`src/rtl/irq_status_pkg.sv`:
```
package irq_status_pkg;

    localparam int REG_BYTES = 8;

    // configuration byte, bit positions fixed by the register map
    typedef struct packed {
        logic [3:0] spare;
        logic       halt_clr;    // bit 3
        logic       pri_pulse;   // bit 2
        logic       pri_en;      // bit 1
        logic       sys_en;      // bit 0
    } cfg_t;

    typedef enum logic [1:0] {
        LINE_LEVEL = 2'd0,
        LINE_PULSE = 2'd1
    } line_mode_e;

    function automatic line_mode_e mode_of(input cfg_t c);
        return c.pri_pulse ? LINE_PULSE : LINE_LEVEL;
    endfunction

    // bits that are set and not blocked by a mask
    function automatic logic any_unmasked(input logic [63:0] st, input logic [63:0] mk);
        return |(st & ~mk);
    endfunction

endpackage

```
`src/rtl/irq_regfile.sv`:
```
module irq_regfile
    import irq_status_pkg::*;
#(
    parameter int N_BANK = 2,
    parameter int REG_W  = 8,
    parameter int ADDR_W = 4,
    localparam int N_SRC = N_BANK * REG_W
) (
    input  logic              clk,
    input  logic              rst,
    input  logic [ADDR_W-1:0] bus_addr,
    input  logic              bus_wr,
    input  logic              bus_rd,
    input  logic [REG_W-1:0]  bus_wdata,
    output logic [REG_W-1:0]  bus_rdata,
    input  logic [N_SRC-1:0]  stat_q,
    output cfg_t              cfg_q,
    output logic [N_SRC-1:0]  pmask_q,
    output logic [N_SRC-1:0]  smask_q,
    output logic [N_BANK-1:0] rd_clr
);
    localparam int PMSK_BASE = N_BANK;
    localparam int SMSK_BASE = 2 * N_BANK;
    localparam int CFG_ADDR  = 3 * N_BANK;

    logic [REG_W-1:0] rd_mux;

    // per-bank clear strobe for the status banks
    always_comb begin
        for (int b = 0; b < N_BANK; b++) begin
            rd_clr[b] = bus_rd && (bus_addr == ADDR_W'(b));
        end
    end

    always_comb begin
        rd_mux = '0;
        for (int b = 0; b < N_BANK; b++) begin
            if (bus_addr == ADDR_W'(b))
                rd_mux = stat_q[b*REG_W +: REG_W];
            if (bus_addr == ADDR_W'(PMSK_BASE + b))
                rd_mux = pmask_q[b*REG_W +: REG_W];
            if (bus_addr == ADDR_W'(SMSK_BASE + b))
                rd_mux = smask_q[b*REG_W +: REG_W];
        end
        if (bus_addr == ADDR_W'(CFG_ADDR))
            rd_mux = REG_W'(cfg_q);
    end

    always_ff @(posedge clk) begin
        if (rst) begin
            cfg_q     <= '0;
            pmask_q   <= '1;
            smask_q   <= '1;
            bus_rdata <= '0;
        end else begin
            if (bus_wr) begin
                for (int b = 0; b < N_BANK; b++) begin
                    if (bus_addr == ADDR_W'(PMSK_BASE + b))
                        pmask_q[b*REG_W +: REG_W] <= bus_wdata;
                    if (bus_addr == ADDR_W'(SMSK_BASE + b))
                        smask_q[b*REG_W +: REG_W] <= bus_wdata;
                end
                if (bus_addr == ADDR_W'(CFG_ADDR))
                    cfg_q <= cfg_t'(bus_wdata);
            end
            if (bus_rd)
                bus_rdata <= rd_mux;
        end
    end

endmodule

```
`src/rtl/irq_status_bank.sv`:
```
module irq_status_bank #(
    parameter int REG_W = 8
) (
    input  logic             clk,
    input  logic             rst,
    input  logic [REG_W-1:0] evt,
    input  logic             pass_done,
    input  logic             halt,
    input  logic             rd_clr,
    output logic [REG_W-1:0] stat_q
);
    logic [REG_W-1:0] pend_q;
    logic [REG_W-1:0] kept;

    // a clearing read drops the old contents, never the newly merged ones
    assign kept = rd_clr ? '0 : stat_q;

    always_ff @(posedge clk) begin
        if (rst) begin
            stat_q <= '0;
            pend_q <= '0;
        end else if (halt) begin
            stat_q <= kept;
        end else if (pass_done) begin
            stat_q <= kept | pend_q | evt;
            pend_q <= '0;
        end else begin
            stat_q <= kept;
            pend_q <= pend_q | evt;
        end
    end

endmodule

```
`src/rtl/irq_line_drv.sv`:
```
module irq_line_drv
    import irq_status_pkg::*;
#(
    parameter int N_SRC = 16
) (
    input  logic             clk,
    input  logic             rst,
    input  logic [N_SRC-1:0] stat,
    input  logic [N_SRC-1:0] mask,
    input  logic             en,
    input  logic             clr,
    input  line_mode_e       mode,
    output logic             line
);
    logic [N_SRC-1:0] unm;
    logic [N_SRC-1:0] prev_unm_q;
    logic             fresh;
    logic             level;
    logic             line_d;

    assign unm   = stat & ~mask;
    assign level = any_unmasked(64'(stat), 64'(mask));
    assign fresh = |(unm & ~prev_unm_q);

    always_comb begin
        unique case (mode)
            LINE_PULSE: line_d = fresh;
            default:    line_d = level;
        endcase
        line_d = line_d && en && !clr;
    end

    always_ff @(posedge clk) begin
        if (rst) begin
            prev_unm_q <= '0;
            line       <= 1'b0;
        end else begin
            prev_unm_q <= unm;
            line       <= line_d;
        end
    end

endmodule

```
`src/rtl/irq_status_ctrl.sv`:
```
module irq_status_ctrl
    import irq_status_pkg::*;
#(
    parameter int N_BANK = 2,
    parameter int REG_W  = REG_BYTES,
    parameter int ADDR_W = 4,
    localparam int N_SRC = N_BANK * REG_W
) (
    input  logic              clk,
    input  logic              rst,
    input  logic [ADDR_W-1:0] bus_addr,
    input  logic              bus_wr,
    input  logic              bus_rd,
    input  logic [REG_W-1:0]  bus_wdata,
    output logic [REG_W-1:0]  bus_rdata,
    input  logic [N_SRC-1:0]  mon_evt,
    input  logic              mon_done,
    output logic              mon_halt,
    output logic              nmi_irq_o,
    output logic              smi_o
);
    cfg_t              cfg_q;
    logic [N_SRC-1:0]  stat_q;
    logic [N_SRC-1:0]  pmask_q;
    logic [N_SRC-1:0]  smask_q;
    logic [N_BANK-1:0] rd_clr;

    assign mon_halt = cfg_q.halt_clr;

    irq_regfile #(
        .N_BANK (N_BANK),
        .REG_W  (REG_W),
        .ADDR_W (ADDR_W)
    ) regs_i (
        .clk       (clk),
        .rst       (rst),
        .bus_addr  (bus_addr),
        .bus_wr    (bus_wr),
        .bus_rd    (bus_rd),
        .bus_wdata (bus_wdata),
        .bus_rdata (bus_rdata),
        .stat_q    (stat_q),
        .cfg_q     (cfg_q),
        .pmask_q   (pmask_q),
        .smask_q   (smask_q),
        .rd_clr    (rd_clr)
    );

    for (genvar b = 0; b < N_BANK; b++) begin : g_bank
        irq_status_bank #(.REG_W(REG_W)) bank_i (
            .clk       (clk),
            .rst       (rst),
            .evt       (mon_evt[b*REG_W +: REG_W]),
            .pass_done (mon_done),
            .halt      (cfg_q.halt_clr),
            .rd_clr    (rd_clr[b]),
            .stat_q    (stat_q[b*REG_W +: REG_W])
        );
    end

    irq_line_drv #(.N_SRC(N_SRC)) pri_line_i (
        .clk  (clk),
        .rst  (rst),
        .stat (stat_q),
        .mask (pmask_q),
        .en   (cfg_q.pri_en),
        .clr  (cfg_q.halt_clr),
        .mode (mode_of(cfg_q)),
        .line (nmi_irq_o)
    );

    irq_line_drv #(.N_SRC(N_SRC)) sys_line_i (
        .clk  (clk),
        .rst  (rst),
        .stat (stat_q),
        .mask (smask_q),
        .en   (cfg_q.sys_en),
        .clr  (cfg_q.halt_clr),
        .mode (LINE_LEVEL),
        .line (smi_o)
    );

endmodule

```
`config.mk`:
```
export PLATFORM = sky130hd
export DESIGN_NAME = irq_status_ctrl
export DESIGN_NICKNAME = d
export VERILOG_FILES = /design/src/rtl/irq_status_pkg.sv /design/src/rtl/irq_regfile.sv /design/src/rtl/irq_status_bank.sv /design/src/rtl/irq_line_drv.sv /design/src/rtl/irq_status_ctrl.sv
export SDC_FILE = /design/constraint.sdc
export NUM_CORES = 1
export LEC_CHECK = 0
export ABC_AREA = 1
export ABC_CLOCK_PERIOD_IN_PS = 1300
export BUFFER_PORTS_ARGS = -buffer_cell sky130_fd_sc_hd__buf_2
export CAP_MARGIN = 40
export CORE_MARGIN = 2
export CORE_UTILIZATION = 52
export CTS_BUF_LIST = sky130_fd_sc_hd__clkbuf_16
export DETAILED_ROUTE_END_ITERATION = 8
export PLACE_DENSITY = 0.75
export SYNTH_ARGS = -nofsm -noshare
export SYNTH_HDL_FRONTEND = slang
export SYNTH_SLANG_ARGS = --single-unit
```
`constraint.sdc`:
```
create_clock -name clk -period 1.3 [get_ports clk]
set_input_delay 0.26 -clock clk [delete_from_list [all_inputs] [get_ports clk]]
set_output_delay 0.26 -clock clk [all_outputs]
set_load 0.02 [all_outputs]
```
==> flow_summary.toml, run 1 <==
[global_routing]
antenna_found_initial = 0
grt_pass1_wl_mm = 18.3
gr-total-overflow = 0
grt_usage_pct = 27.7
grt_max_degree = 49
first_global_vias = 3694

[sta]
finClkSkew_ns = 0.00845
post-route-period-util_pct = 96.9
rsz0062_at_grt = "no"
fmax_mhz = 794
max_slew_margin_pct = 67.9
timing.final.ws_setup_ns = 0.0405
worstMarginPinSlew_ns = 0.480
setup_viol = 0
drv_slew = 0
finalCriticalPeriod_ns = 1.26
hold_viol = 0

[synthesis]
synth_area_um2 = 4140
synth_top_cell_by_area = "dfxtp_1"
synth_nets = 595
ys_types = 27
synth_cells = 562
ys_seq_elements = 98
synthTopCellsByArea = "dfxtp_1, nand2_1, a21oi_1"
ys_warn_count = 0
synth.top_cell.area_share_pct = 47.4
avgSynthCellArea_um2 = 7.36
yosysSeqAreaShare_pct = 47.4

[routing]
avgRoutedWirePerCell_um = 15.5
drc_errors = 0
wl_mm = 11.3
viasPerCell = 5.40
postRouteAntennaNets = 0
drt_iter0_drc = 305
firstDrtPassIters = 5
num_vias = 3934

[floorplanning]
io_pins = 44
num_rows = 32
die_area_um2 = 8690
core_um2 = 7730
start_util_pct = 53.5
die_h_um = 93.2
die_x_um = 93.2

[final_layout]
antennaDiodeCount = 0
final_common_cell = "nand2_1"
final_nets = 654
area_growth_pct = 20.0
final_cell_mix = "nand2_1, dfxtp_1, nor2_1, inv_1, a21oi_1"
fillers = 707
drive_gt1_share_pct = 16.6

[power]
swShare_pct = 26.3
p_clk_share_pct = 42.3
ir_worst_vdd_v = 0.000982
power_w = 0.00666
power_leakage_nw = 2.34
p_comb_share_pct = 9.6
p_int_w = 0.00490
switchingPower_w = 0.00175
powerDensity_nw_per_um2 = 1340
seqPwrFrac_pct = 48.0

[setup_path]
reg2reg_from = "regs_i.pmask_q[9]"
worstSetupEndpointType = "primary output"
cp.required_ns = 1.04
crit_fanout = 3
cp.arrival_ns = 1.00
critPathLaunch = "regs_i.cfg_q[3]"
critPathKind = "register to primary output"
ff2ff_setup_slack_ns = 0.07
crit_path_start_kind = "register"

[clock_network]
cts_setup_buffers = 0
clockBufferDepth = 2
root_buffer = "clkbuf_16"
holdBufCountCts = 0
cts_buffers = 9
htreeDepth = 3
cts.sinks = 98
post_cts_resize_count = 1
clkTransAtPathRegs_ns = 0.08
insertion_delay_ns = 0.35
cts_tree = "yes"

[status]
status = "finished, final reports clean"

[placement]
io_buffer_count = 43
place_ws_ns = -0.193
finalWeightedCongestion = 1.00
hpwl_mm = 8.29

[run]
drv_cap = 0

[worst_hold_path]
min-delay-start = "mon_evt[1]"
worstHoldPathType = "primary input to register"
[Yosys cell counts]
master    number
nand2_2        3
buf_2          2
o22ai_1        8
nand3_2        1
buf_4          2
inv_2          2
nor2_2         2
clkinv_1       1
inv_1         61
nor2_1        65
nand2_1      122
o21ai_0       41
a22o_1         3
nand2_4        1
a21oi_1       56
buf_1          1
dfxtp_1       98
nand4_1       11
nand3_4        1
nor2_4         5
o211ai_1      18
clkbuf_1      10
nor3_1         2
clkinv_2       2
buf_6          5
a21oi_2        1
nand3_1       38
[worst paths after layout]
kind / cells after the start / end
setup / recovery: 2 / mon_halt
hold / removal: 3 / g_bank[0].bank_i.pend_q[1]
setup reg to reg: 7 / pri_line_i.line
hold reg to reg: 2 / regs_i.cfg_q[6]
[sequential cells by signal, summed over array words and instances, names as in the netlist]
register / count
g_bank.bank_i.pend_q: 16
regs_i.smask_q: 16
g_bank.bank_i.stat_q: 16
regs_i.pmask_q: 16
regs_i.bus_rdata: 8
pri_line_i.line: 1
sys_line_i.line: 1
regs_i.cfg_q: 8
pri_line_i.prev_unm_q: 16
[cells by family (layout without fill, tap and decap cells)]
family,count (synthesis),count (layout),share of synthesized area [%]
buffers and inverters,86,150,9.01
AO/OA/AOI/OAI,127,127,17.1
AND/OR/NAND/NOR,251,251,26.5
flip-flops,98,98,47.4
[final cells by class]
type / count / area (um^2) / area share, %
multi-input cells: 378 / 1810 / 36.4
clock buffers: 9 / 225 / 4.54
well taps: 102 / 128 / 2.57
clock inverters: 7 / 98.8 / 1.99
repair buffers: 68 / 490 / 9.88
flip-flops and latches: 98 / 1960 / 39.5
inverters: 66 / 251 / 5.07
[routing by layer]
layer | GRT usage, % | vias to the layer above | part of all wire (%)
met3 | 4.03 | 33 | 6.3
met4 | 14.0 | 0 | 3.7
met1 | 37.8 | 1786 | 46
li1 | - | 1957 | -
met2 | 43.0 | 158 | 44
met5 | 0 | - | 0
[per-stage QoR]
step / utilization, % / setup TNS [ns] / hold WS (ns) / instances / area (um^2)
5_1_grt: 64.2 / 0 / 0.161 / 728 / 4960
2_1_floorplan: - / 0 / 0.373 / 562 / 4140
6_report: 64.2 / 0 / 0.154 / 728 / 4960
3_3_place_gp: 60.0 / -2.39 / 0.433 / 712 / 4640
4_1_cts: 64.2 / 0 / 0.150 / 728 / 4960
3_5_place_dp: 60.0 / -4.28 / 0.444 / 712 / 4640
[critical path, cell delays in order (launching register included)]
cell	delay [ns]
dfxtp_2	0.36
buf_4	0.13
buf_2	0.16
[power by group through the flow]
stage / Clock (W) / Sequential [W] / Combinational (W)
2_1_floorplan: 0 / 0.00326 / 0.000340
3_3_place_gp: 0 / 0.00326 / 0.000620
3_5_place_dp: 0 / 0.00326 / 0.000633
4_1_cts: 0.00285 / 0.00319 / 0.000638
5_1_grt: 0.00299 / 0.00321 / 0.000706
6_report: 0.00282 / 0.00320 / 0.000642
No activity file was read; power rests on OpenSTA's default activity.
==> inputs of run 2 (changes only) <==
--- a/config.mk
+++ b/config.mk
@@ -10,10 +10,11 @@
 export BUFFER_PORTS_ARGS = -buffer_cell sky130_fd_sc_hd__buf_2
 export CAP_MARGIN = 40
 export CORE_MARGIN = 2
-export CORE_UTILIZATION = 52
+export CORE_UTILIZATION = 54
 export CTS_BUF_LIST = sky130_fd_sc_hd__clkbuf_16
 export DETAILED_ROUTE_END_ITERATION = 8
-export PLACE_DENSITY = 0.75
+export PLACE_DENSITY = 0.76
 export SYNTH_ARGS = -nofsm -noshare
 export SYNTH_HDL_FRONTEND = slang
+export SYNTH_HIERARCHICAL = 1
 export SYNTH_SLANG_ARGS = --single-unit
==> run 2 against run 1 <==
  * Clock power rose by 68%
  * Clock-buffer cell count rose by 8
  * Sequential cell count up 16
  * First-iteration DRC count decreased by 11%
  * Hold slack lost 0.059 ns
  * Sequential share of layout area decreased by 3.7 points
  * Final cell count increased by 32%
  * Critical endpoint unchanged
  * Critical path depth unchanged
  * Synthesized cell count rose by 33%
  * Global-route usage fell by 0.088 points
  * Maximum frequency rose by 0.14%
==> flow_summary.toml, run 2 <==
[status]
status = "finished, final reports clean"

[clock_network]
root_buffer = "clkbuf_16"
cts_buffers = 17
cts_tree = "yes"
clkTransAtPathRegs_ns = 0.06
clockBufferDepth = 2
holdBufCountCts = 0
cts.sinks = 114
htreeDepth = 4
insertion_delay_ns = 0.41

[setup_path]
cp.arrival_ns = 1.00
crit_path_start_kind = "register"
critPathKind = "register to primary output"
cp.required_ns = 1.04
worstSetupEndpointType = "primary output"
crit_fanout = 2
critPathMaxStageDelay_ns = 0.33
crit_slowest_cell = "dfxtp_1"
crit_chain = "buf_12 > buf_4"

[sta]
timing.final.ws_setup_ns = 0.0422
setup_viol = 0
drv_slew = 0
hold_viol = 0
timing.hold.ws_ns = 0.0949
post-route-period-util_pct = 96.8
finClkSkew_ns = 0.00582
rsz0062_at_grt = "no"
finalCriticalPeriod_ns = 1.26
fmax_mhz = 795

[synthesis]
ys_async_sr_fraction_pct = 0
synth_top_cell_by_area = "dfxtp_1"
synth.top_cell.area_share_pct = 43.8
ys_top_cells_by_count = "nand2_1, dfxtp_1, inv_1, nor2_1, nand3_1"
post-synth-top-count-cell = "nand2_1"
synthTopCellsByArea = "dfxtp_1, nand2_1, inv_1"
synth_area_um2 = 5210
ys_types = 33
ys.flop_type = "dfxtp_1"
avgSynthCellArea_um2 = 6.96
ys_warn_count = 6
synth_enable_flop_cells = 0
yosysSeqAreaShare_pct = 43.8
ys_seq_elements = 114
synth_cells = 749

[worst_hold_path]
worstHoldPathType = "primary input to register"

[final_layout]
final_common_cell = "nand2_1"
fillers = 816
final_nets = 854
drive_gt1_share_pct = 18.1
final_cells = 963
antennaDiodeCount = 0
final_cell_mix = "nand2_1, dfxtp_1, inv_1, nor2_1, nand3_1"
area_growth_pct = 22.0
final_util_pct = 68.5

[floorplanning]
num_rows = 35
die_h_um = 102
core_um2 = 9280
die_x_um = 102
start_util_pct = 56.1
io_pins = 44
die_area_um2 = 10500

[placement]
place_ws_ns = -0.150
finalWeightedCongestion = 0.965
hpwl_mm = 9.95
placed_cells = 930
io_buffer_count = 43

[power]
power_w = 0.00917
ir_worst_vdd_v = 0.00113
p_comb_share_pct = 7.7
powerDensity_nw_per_um2 = 1440
power_leakage_nw = 3.36
swShare_pct = 24.6
switchingPower_w = 0.00226
seqPwrFrac_pct = 40.7
p_clk_share_pct = 51.6
p_int_w = 0.00691

[routing]
postRouteAntennaNets = 0
avgRoutedWirePerCell_um = 14.0
num_vias = 4924
drc_errors = 0
wl_mm = 13.4
viasPerCell = 5.11
firstDrtPassIters = 5
drt_iter0_drc = 270

[global_routing]
grt_usage_pct = 27.6
gr-total-overflow = 0
first_global_vias = 4569
grt_max_degree = 41
grt_pass1_wl_mm = 21.7
antenna_found_initial = 0

[run]
drv_cap = 0
==> run 2: final timing paths <==
| kind | cells past startpoint | slack, ns | to | startpoint |
|---|---|---|---|---|
| min | 3 | 0.09 | g_bank[0].bank_i/pend_q[3] | mon_evt[3] |
| min reg2reg | 2 | 0.47 | g_bank[1].bank_i/pend_q[3] | g_bank[1].bank_i/pend_q[3] |
| max reg2reg | 5 | 0.10 | g_bank[0].bank_i/stat_q[7] | regs_i/cfg_q[3] |
| max | 2 | 0.04 | mon_halt | regs_i/cfg_q[3] |
==> run 2: power groups by stage <==
stage | Sequential [W] | Clock [W] | Combinational [W]
2_1_floorplan | 0.00378 | 0 | 0.000430
5_1_grt | 0.00375 | 0.00495 | 0.000796
3_5_place_dp | 0.00381 | 0 | 0.000693
6_report | 0.00374 | 0.00473 | 0.000707
3_3_place_gp | 0.00380 | 0 | 0.000673
4_1_cts | 0.00373 | 0.00480 | 0.000702
==> run 2: logic make-up (layout without fill, tap and decap cells) <==
family / count (synthesis) / in the layout / synth area share (%)
AO/OA/AOI/OAI: 82 / 82 / 9.32
AND/OR/NAND/NOR: 407 / 407 / 35.6
flip-flops: 114 / 114 / 43.8
other: 1 / 3 / 0.0720
buffers and inverters: 145 / 228 / 11.2
==> run 2: what timing repair did <==
action                     4_1_cts  5_1_grt
buffers inserted                 1        0
setup endpoints to repair        1        0
gates resized for setup          1        0
==> run 2: metrics by stage <==
stage | cell area, um^2 | TNS (ns)
6_report | 6360 | 0
5_1_grt | 6360 | 0
4_1_cts | 6360 | 0
3_5_place_dp | 5740 | -3.61
3_3_place_gp | 5740 | -1.78
2_1_floorplan | 5220 | 0
==> run 2: area by class of cell <==
cell class	instances	area, um^2	area share (%)
multi-input combinational	492	2350	37.0
sequential	114	2280	35.9
timing repair buffer	70	483	7.59
inverter	126	473	7.44
clock buffer	17	425	6.69
clock inverter	15	181	2.85
tap	129	161	2.54
==> run 2: worst max-delay path: cells and delay by family, from the launching register on <==
family   cells  cell delay (ns)
buf+inv      2             0.26
flops        1             0.33
==> run 2: metal layers <==
| metal | GRT usage (%) | wire, um |
|---|---|---|
| met2 | 44.5 | 6060 |
| met4 | 16.4 | 696 |
| met3 | 6.22 | 929 |
| met5 | 0 | 0 |
| met1 | 33.9 | 5750 |
